**src/rtl/pdc_pkg.sv**
```systemverilog
package pdc_pkg;
  typedef enum logic [1:0] {
    PD_RUN  = 2'd0,
    PD_WAIT = 2'd1,
    PD_DOWN = 2'd2
  } pd_state_e;

  localparam logic [1:0] CODE_REF0 = 2'b00;
  localparam logic [1:0] CODE_DIV0 = 2'b01;
  localparam logic [1:0] CODE_CTL1 = 2'b10;
endpackage

```
**src/rtl/pdc_serial.sv**
```systemverilog
module pdc_serial #(
  parameter int WORD_W = 19,
  parameter int SYNC_N = 2
) (
  input  logic              clk,
  input  logic              rst,
  input  logic              ser_clk_i,
  input  logic              ser_dat_i,
  input  logic              ser_le_i,
  output logic [WORD_W-1:0] word_o,
  output logic              lat_o
);
  logic [SYNC_N-1:0] clk_s, dat_s, le_s;
  logic              clk_q, le_q;
  logic              shift_en;

  always_ff @(posedge clk) begin
    if (rst) begin
      clk_s <= '0;
      dat_s <= '0;
      le_s  <= '0;
    end else begin
      clk_s <= {clk_s[SYNC_N-2:0], ser_clk_i};
      dat_s <= {dat_s[SYNC_N-2:0], ser_dat_i};
      le_s  <= {le_s[SYNC_N-2:0], ser_le_i};
    end
  end

  assign shift_en = clk_s[SYNC_N-1] & ~clk_q;
  assign lat_o    = le_s[SYNC_N-1] & ~le_q;

  always_ff @(posedge clk) begin
    if (rst) begin
      clk_q  <= 1'b0;
      le_q   <= 1'b0;
      word_o <= '0;
    end else begin
      clk_q <= clk_s[SYNC_N-1];
      le_q  <= le_s[SYNC_N-1];
      if (shift_en) word_o <= {word_o[WORD_W-2:0], dat_s[SYNC_N-1]};
    end
  end


  shift_hold_chk: assert property (@(posedge clk) disable iff (rst)
    !shift_en |=> $stable(word_o));
endmodule

```
**src/rtl/pdc_loop.sv**
```systemverilog
module pdc_loop
  import pdc_pkg::*;
(
  input  logic clk,
  input  logic rst,
  input  logic lat_i,
  input  logic tri_i,
  input  logic pd_i,
  input  logic cmp_stb_i,
  output logic pd_bit_o,
  output logic pd_o,
  output logic cp_tri_o,
  output logic div_load_o,
  output logic debias_o
);
  pd_state_e st_q;
  logic      tri_q;

  always_ff @(posedge clk) begin
    if (rst) begin
      st_q     <= PD_RUN;
      tri_q    <= 1'b0;
      pd_bit_o <= 1'b0;
    end else if (lat_i) begin
      tri_q    <= tri_i;
      pd_bit_o <= pd_i;
      if (!pd_i)              st_q <= PD_RUN;
      else if (st_q == PD_RUN) st_q <= tri_q ? PD_DOWN : PD_WAIT;
    end else if (st_q == PD_WAIT && cmp_stb_i) begin
      st_q <= PD_DOWN;
    end
  end

  assign pd_o       = (st_q == PD_DOWN);
  assign div_load_o = pd_o;
  assign debias_o   = pd_o;
  assign cp_tri_o   = tri_q | (st_q != PD_RUN);


  sync_enter_chk: assert property (@(posedge clk) disable iff (rst)
    (st_q == PD_RUN && lat_i && pd_i && !tri_q) |=> (st_q == PD_WAIT));

  wait_hold_chk: assert property (@(posedge clk) disable iff (rst)
    (st_q == PD_WAIT && !cmp_stb_i && !lat_i) |=> (st_q == PD_WAIT));

  async_enter_chk: assert property (@(posedge clk) disable iff (rst)
    (st_q == PD_RUN && lat_i && pd_i && tri_q) |=> pd_o);

  resume_chk: assert property (@(posedge clk) disable iff (rst)
    (lat_i && !pd_i) |=> (!pd_o && st_q == PD_RUN));
endmodule

```
**src/rtl/pdc_top.sv**
```systemverilog
module pdc_top
  import pdc_pkg::*;
#(
  parameter int REF_W  = 14,
  parameter int A_W    = 6,
  parameter int B_W    = 11,
  parameter int SYNC_N = 2
) (
  input  logic             clk,
  input  logic             rst,
  input  logic             ser_clk_i,
  input  logic             ser_dat_i,
  input  logic             ser_le_i,
  input  logic [1:0]       cmp_stb_i,
  output logic [REF_W-1:0] ref_cnt_o,
  output logic [A_W-1:0]   a_cnt_o,
  output logic [B_W-1:0]   b_cnt_o,
  output logic [1:0]       pd_o,
  output logic [1:0]       cp_tri_o,
  output logic [1:0]       div_load_o,
  output logic [1:0]       debias_o,
  output logic             ref_osc_en_o
);
  localparam int CTRL_W  = 2;
  localparam int WORD_W  = CTRL_W + A_W + B_W;
  localparam int REF_LSB = CTRL_W;
  localparam int TRI_BIT = REF_LSB + REF_W;
  localparam int PD_BIT  = TRI_BIT + 1;
  localparam int A_LSB   = CTRL_W;
  localparam int B_LSB   = A_LSB + A_W;

  logic [WORD_W-1:0] word;
  logic              lat;
  logic [CTRL_W-1:0] code;
  logic [1:0]        loop_lat;
  logic [1:0]        pd_bits;

  pdc_serial #(.WORD_W(WORD_W), .SYNC_N(SYNC_N)) ser_u (
    .clk(clk), .rst(rst),
    .ser_clk_i(ser_clk_i), .ser_dat_i(ser_dat_i), .ser_le_i(ser_le_i),
    .word_o(word), .lat_o(lat)
  );

  assign code        = word[CTRL_W-1:0];
  assign loop_lat[0] = lat && (code == CODE_REF0);
  assign loop_lat[1] = lat && (code == CODE_CTL1);

  always_ff @(posedge clk) begin
    if (rst) begin
      ref_cnt_o <= '0;
      a_cnt_o   <= '0;
      b_cnt_o   <= '0;
    end else if (lat) begin
      if (code == CODE_REF0) ref_cnt_o <= word[REF_LSB +: REF_W];
      if (code == CODE_DIV0) begin
        a_cnt_o <= word[A_LSB +: A_W];
        b_cnt_o <= word[B_LSB +: B_W];
      end
    end
  end

  for (genvar g = 0; g < 2; g++) begin : g_loop
    pdc_loop loop_u (
      .clk(clk), .rst(rst),
      .lat_i(loop_lat[g]),
      .tri_i(word[TRI_BIT]),
      .pd_i(word[PD_BIT]),
      .cmp_stb_i(cmp_stb_i[g]),
      .pd_bit_o(pd_bits[g]),
      .pd_o(pd_o[g]),
      .cp_tri_o(cp_tri_o[g]),
      .div_load_o(div_load_o[g]),
      .debias_o(debias_o[g])
    );
  end

  assign ref_osc_en_o = ~(&pd_bits);


  ref_hold_chk: assert property (@(posedge clk) disable iff (rst)
    !loop_lat[0] |=> $stable(ref_cnt_o));

  div_hold_chk: assert property (@(posedge clk) disable iff (rst)
    !(lat && code == CODE_DIV0) |=> ($stable(a_cnt_o) && $stable(b_cnt_o)));

  osc_wake_chk: assert property (@(posedge clk) disable iff (rst)
    $rose(ref_osc_en_o) |-> $past(lat));
endmodule

```
**config.mk**
```make
export PLATFORM = sky130hd
export DESIGN_NAME = pdc_top
export DESIGN_NICKNAME = d
export VERILOG_FILES = /design/src/rtl/pdc_pkg.sv /design/src/rtl/pdc_serial.sv /design/src/rtl/pdc_loop.sv /design/src/rtl/pdc_top.sv
export SDC_FILE = /design/constraint.sdc
export NUM_CORES = 1
export LEC_CHECK = 0
export CORE_UTILIZATION = 34
export CTS_CLUSTER_SIZE = 25
export DETAILED_ROUTE_END_ITERATION = 6
export GPL_ROUTABILITY_DRIVEN = 0
export PLACE_DENSITY = 0.53
export SLEW_MARGIN = 10
export SYNTH_ARGS = -nofsm -noshare
export SYNTH_HDL_FRONTEND = slang
export SYNTH_SLANG_ARGS = --single-unit
```
**constraint.sdc**
```tcl
create_clock -name clk -period 2.4 [get_ports clk]
set_input_delay 0.6 -clock clk [delete_from_list [all_inputs] [get_ports clk]]
set_output_delay 0.6 -clock clk [all_outputs]
set_load 0.02 [all_outputs]
```
==> impl_metrics.env <==
export IMPL_num_antenna_cells=0
export IMPL_ys_types=30
export IMPL_p_leak_nw=1.047
export IMPL_ant_nets=0
export IMPL_power_mw=2.095
export IMPL_cpPeakStageDelay_ps=550
export IMPL_drive_above_1_share_pct=8.358
export IMPL_yosysWarnings=0
export IMPL_post_cts_setup_buffers=0
export IMPL_ff2ff_path_depth=3
export IMPL_dp_cells=415
export IMPL_status="finished clean"
export IMPL_wl_um=5151
export IMPL_finalSetupViolations=0
export IMPL_clock_skew_ps=11.45
export IMPL_cts_repair_resized=0
export IMPL_grt_overflow_total=0
export IMPL_firstDrtPassIters=4
export IMPL_p_switching_mw=0.4819
export IMPL_r2r_start="ser_u.word_o[1]$_SDFFE_PP0P_"
export IMPL_hold_depth=2
export IMPL_cp_required_ps=1800
export IMPL_grt_max_degree=45
export IMPL_synth_avg_cell_area_um2=8.322
export IMPL_synth_main_ff_cell="dfxtp_1"
export IMPL_layout_common_cells="nand2_1, dfxtp_1, a21oi_1"
export IMPL_wl_per_cell_um=11.95
export IMPL_netlist_area_um2=2455
export IMPL_synthCells=295
export IMPL_rr_endpoint="g_loop[0].loop_u.st_q[1]$_SDFFE_PP0P_"
export IMPL_share_seq_of_total_power_pct=52.9
export IMPL_hold_path_class="register to register"
export IMPL_finalHoldViolations=0
export IMPL_clock_power_share_pct=43.1
export IMPL_power_density_nw_per_um2=668.6
export IMPL_fp_dieW_um=86.97
export IMPL_finalSetupTns_ps=0
export IMPL_fmax_ghz=0.4488
export IMPL_rsz0062_at_grt="false"
export IMPL_area_delta_synth_final_pct=27.68
export IMPL_vias=1947
export IMPL_initial_core_util_pct=35.74
export IMPL_vdd_drop_max_mv=0.2766
export IMPL_p_comb_share_pct=4.0
export IMPL_dpl_cell_area_um2=2948
export IMPL_synth_async_reset_ratio_pct=0
export IMPL_layout_commonest_cell="nand2_1"
export IMPL_initialDrtViolationCount=101
export IMPL_maxCapViolCount=0
export IMPL_reg2reg_slack_ps=600
export IMPL_fin_crit_ps=2228
export IMPL_p_int_mw=1.614
export IMPL_swShare_pct=23.00
export IMPL_startpoint_type="register"
export IMPL_maxSlewHeadroom_pct=51.96
export IMPL_vias_per_cell=4.517
export IMPL_cts_buffers=9
export IMPL_whs_ps=428.6
export IMPL_synth_seq_area_share_pct=53.82
export IMPL_ys_ff_latch=66
export IMPL_final_nets=337
export IMPL_maxSlewViolCount=0
export IMPL_layout_setup_ws_ps=172.0
export IMPL_crit_type="register to output pin"
export IMPL_antenna_found_initial=0
export IMPL_dp_hpwl_um=3107
export IMPL_grt_total_usage_pct=14.79
export IMPL_clock_latency_ps=350
export IMPL_final_cells=431
export IMPL_final_util_pct=45.63
export IMPL_synth_edf_count=0
export IMPL_hold_path_end="ser_u.word_o[0]$_SDFFE_PP0P_"
export IMPL_cts_tree="yes"
export IMPL_crit_chain="or3_1 -> clkdlybuf4s50_1"
export IMPL_path_clk_slew_ps=70
export IMPL_slowest_stage="clkdlybuf4s50_1"
export IMPL_htree_levels=3
export IMPL_endpoint_kind="output pin"
export IMPL_grt_first_pass_wirelength_um=8286
export IMPL_clkSinkCount=66
export IMPL_crit_path_max_fanout=5
export IMPL_post_route_drc_count=0
export IMPL_cts_hold_buffers_added=0
export IMPL_num_rows=30
export IMPL_synth_nets=302
export IMPL_cts_root_buffer="clkbuf_8"
export IMPL_fin_crit_sh_pct=92.83
export IMPL_core_area_um2=6869
export IMPL_num_io_pins=47
export IMPL_fin_area_um2=3134
export IMPL_tightest_slew_ps=720.6
export IMPL_fill_cells=711
export IMPL_dieArea_um2=7564
export IMPL_place_ws_ps=535.7
export IMPL_worstHoldStart="ser_u.dat_s[1]$_SDFF_PP0_"
export IMPL_grt_pass1_vias=1716
export IMPL_fp_dieH_um=86.97
export IMPL_clk_path_buf_depth=2
export IMPL_cp_arrival_ps=1630
export IMPL_portBuffers=46
area by class of cell:
type	instances	area, um^2	area share (%)
Sequential cell	66	1321	42.16
Clock inverter	5	55.05	1.756
Clock buffer	11	131.4	4.192
Multi-Input combinational cell	199	982.2	31.34
Inverter	1	3.754	0.1198
Timing Repair Buffer	53	520.5	16.61
Tap cell	96	120.1	3.832
routing by layer:
| layer | global-route usage, % | part of all wire [%] |
|---|---|---|
| met3 | 4.645 | 4.7 |
| met4 | 8.636 | 2.3 |
| met1 | 20.58 | 51 |
| met5 | 0 | 0 |
| met2 | 19.90 | 42 |
cell usage after synthesis (2+ instances only):
library cell | count | area share [%]
dfxtp_1 | 66 | 54
nand2_1 | 105 | 16
buf_6 | 2 | 0.92
buf_4 | 8 | 2.4
nor4bb_1 | 2 | 0.82
and3b_1 | 2 | 0.71
or3_1 | 2 | 0.51
buf_1 | 2 | 0.31
mux2i_1 | 2 | 0.82
o21ai_0 | 2 | 0.41
a21oi_1 | 55 | 11
nor2b_1 | 11 | 2.8
nor2_1 | 3 | 0.46
clkbuf_1 | 17 | 2.6
worst max-delay path by stage:
stage | startpoint | to
2_1_floorplan | ser_u.word_o[1]$_SDFFE_PP0P_ | g_loop[0].loop_u.st_q[1]$_SDFFE_PP0P_
3_3_place_gp | g_loop[0].loop_u.st_q[1]$_SDFFE_PP0P_ | cp_tri_o[0]
3_5_place_dp | g_loop[0].loop_u.st_q[1]$_SDFFE_PP0P_ | cp_tri_o[0]
4_1_cts | g_loop[0].loop_u.st_q[1]$_SDFFE_PP0P_ | cp_tri_o[0]
5_1_grt | g_loop[1].loop_u.st_q[1]$_SDFFE_PP0P_ | div_load_o[1]
6_report | g_loop[0].loop_u.st_q[1]$_SDFFE_PP0P_ | cp_tri_o[0]
kinds of logic after synthesis:
kind of cell,after synthesis,share of synthesized area (%)
flip-flops,66,53.82
AND/OR/NAND/NOR,132,24.11
AO/OA/AOI/OAI,63,13.76
buffers and inverters,30,6.422
multiplexers,4,1.886
flip-flops by register name, summed over array words and instances (netlist names):
register / cells
ser_u.le_s: 2
ser_u.word_o: 19
ser_u.dat_s: 2
g_loop.loop_u.pd_bit_o: 2
ref_cnt_o: 14
ser_u.clk_q: 1
ser_u.le_q: 1
b_cnt_o: 11
ser_u.clk_s: 2
g_loop.loop_u.tri_q: 2
a_cnt_o: 6
g_loop.loop_u.st_q: 4
critical path: cells and delay by family (launching register included):
kind | cells | cell delay [ps]
buffers and inverters | 1 | 550
AND/OR/NAND/NOR | 1 | 400
flip-flops | 1 | 340
power by group through the flow:
stage / sequential [mW] / combinational [mW] / clock, mW
final: 1.11 / 0.0847 / 0.903
after global routing: 1.11 / 0.0920 / 0.981
after CTS: 1.11 / 0.0861 / 0.926
after detailed placement: 1.13 / 0.0857 / 0
after global placement: 1.13 / 0.0852 / 0
after floorplan: 1.13 / 0.0590 / 0
Power figures use the tool's default switching activity.
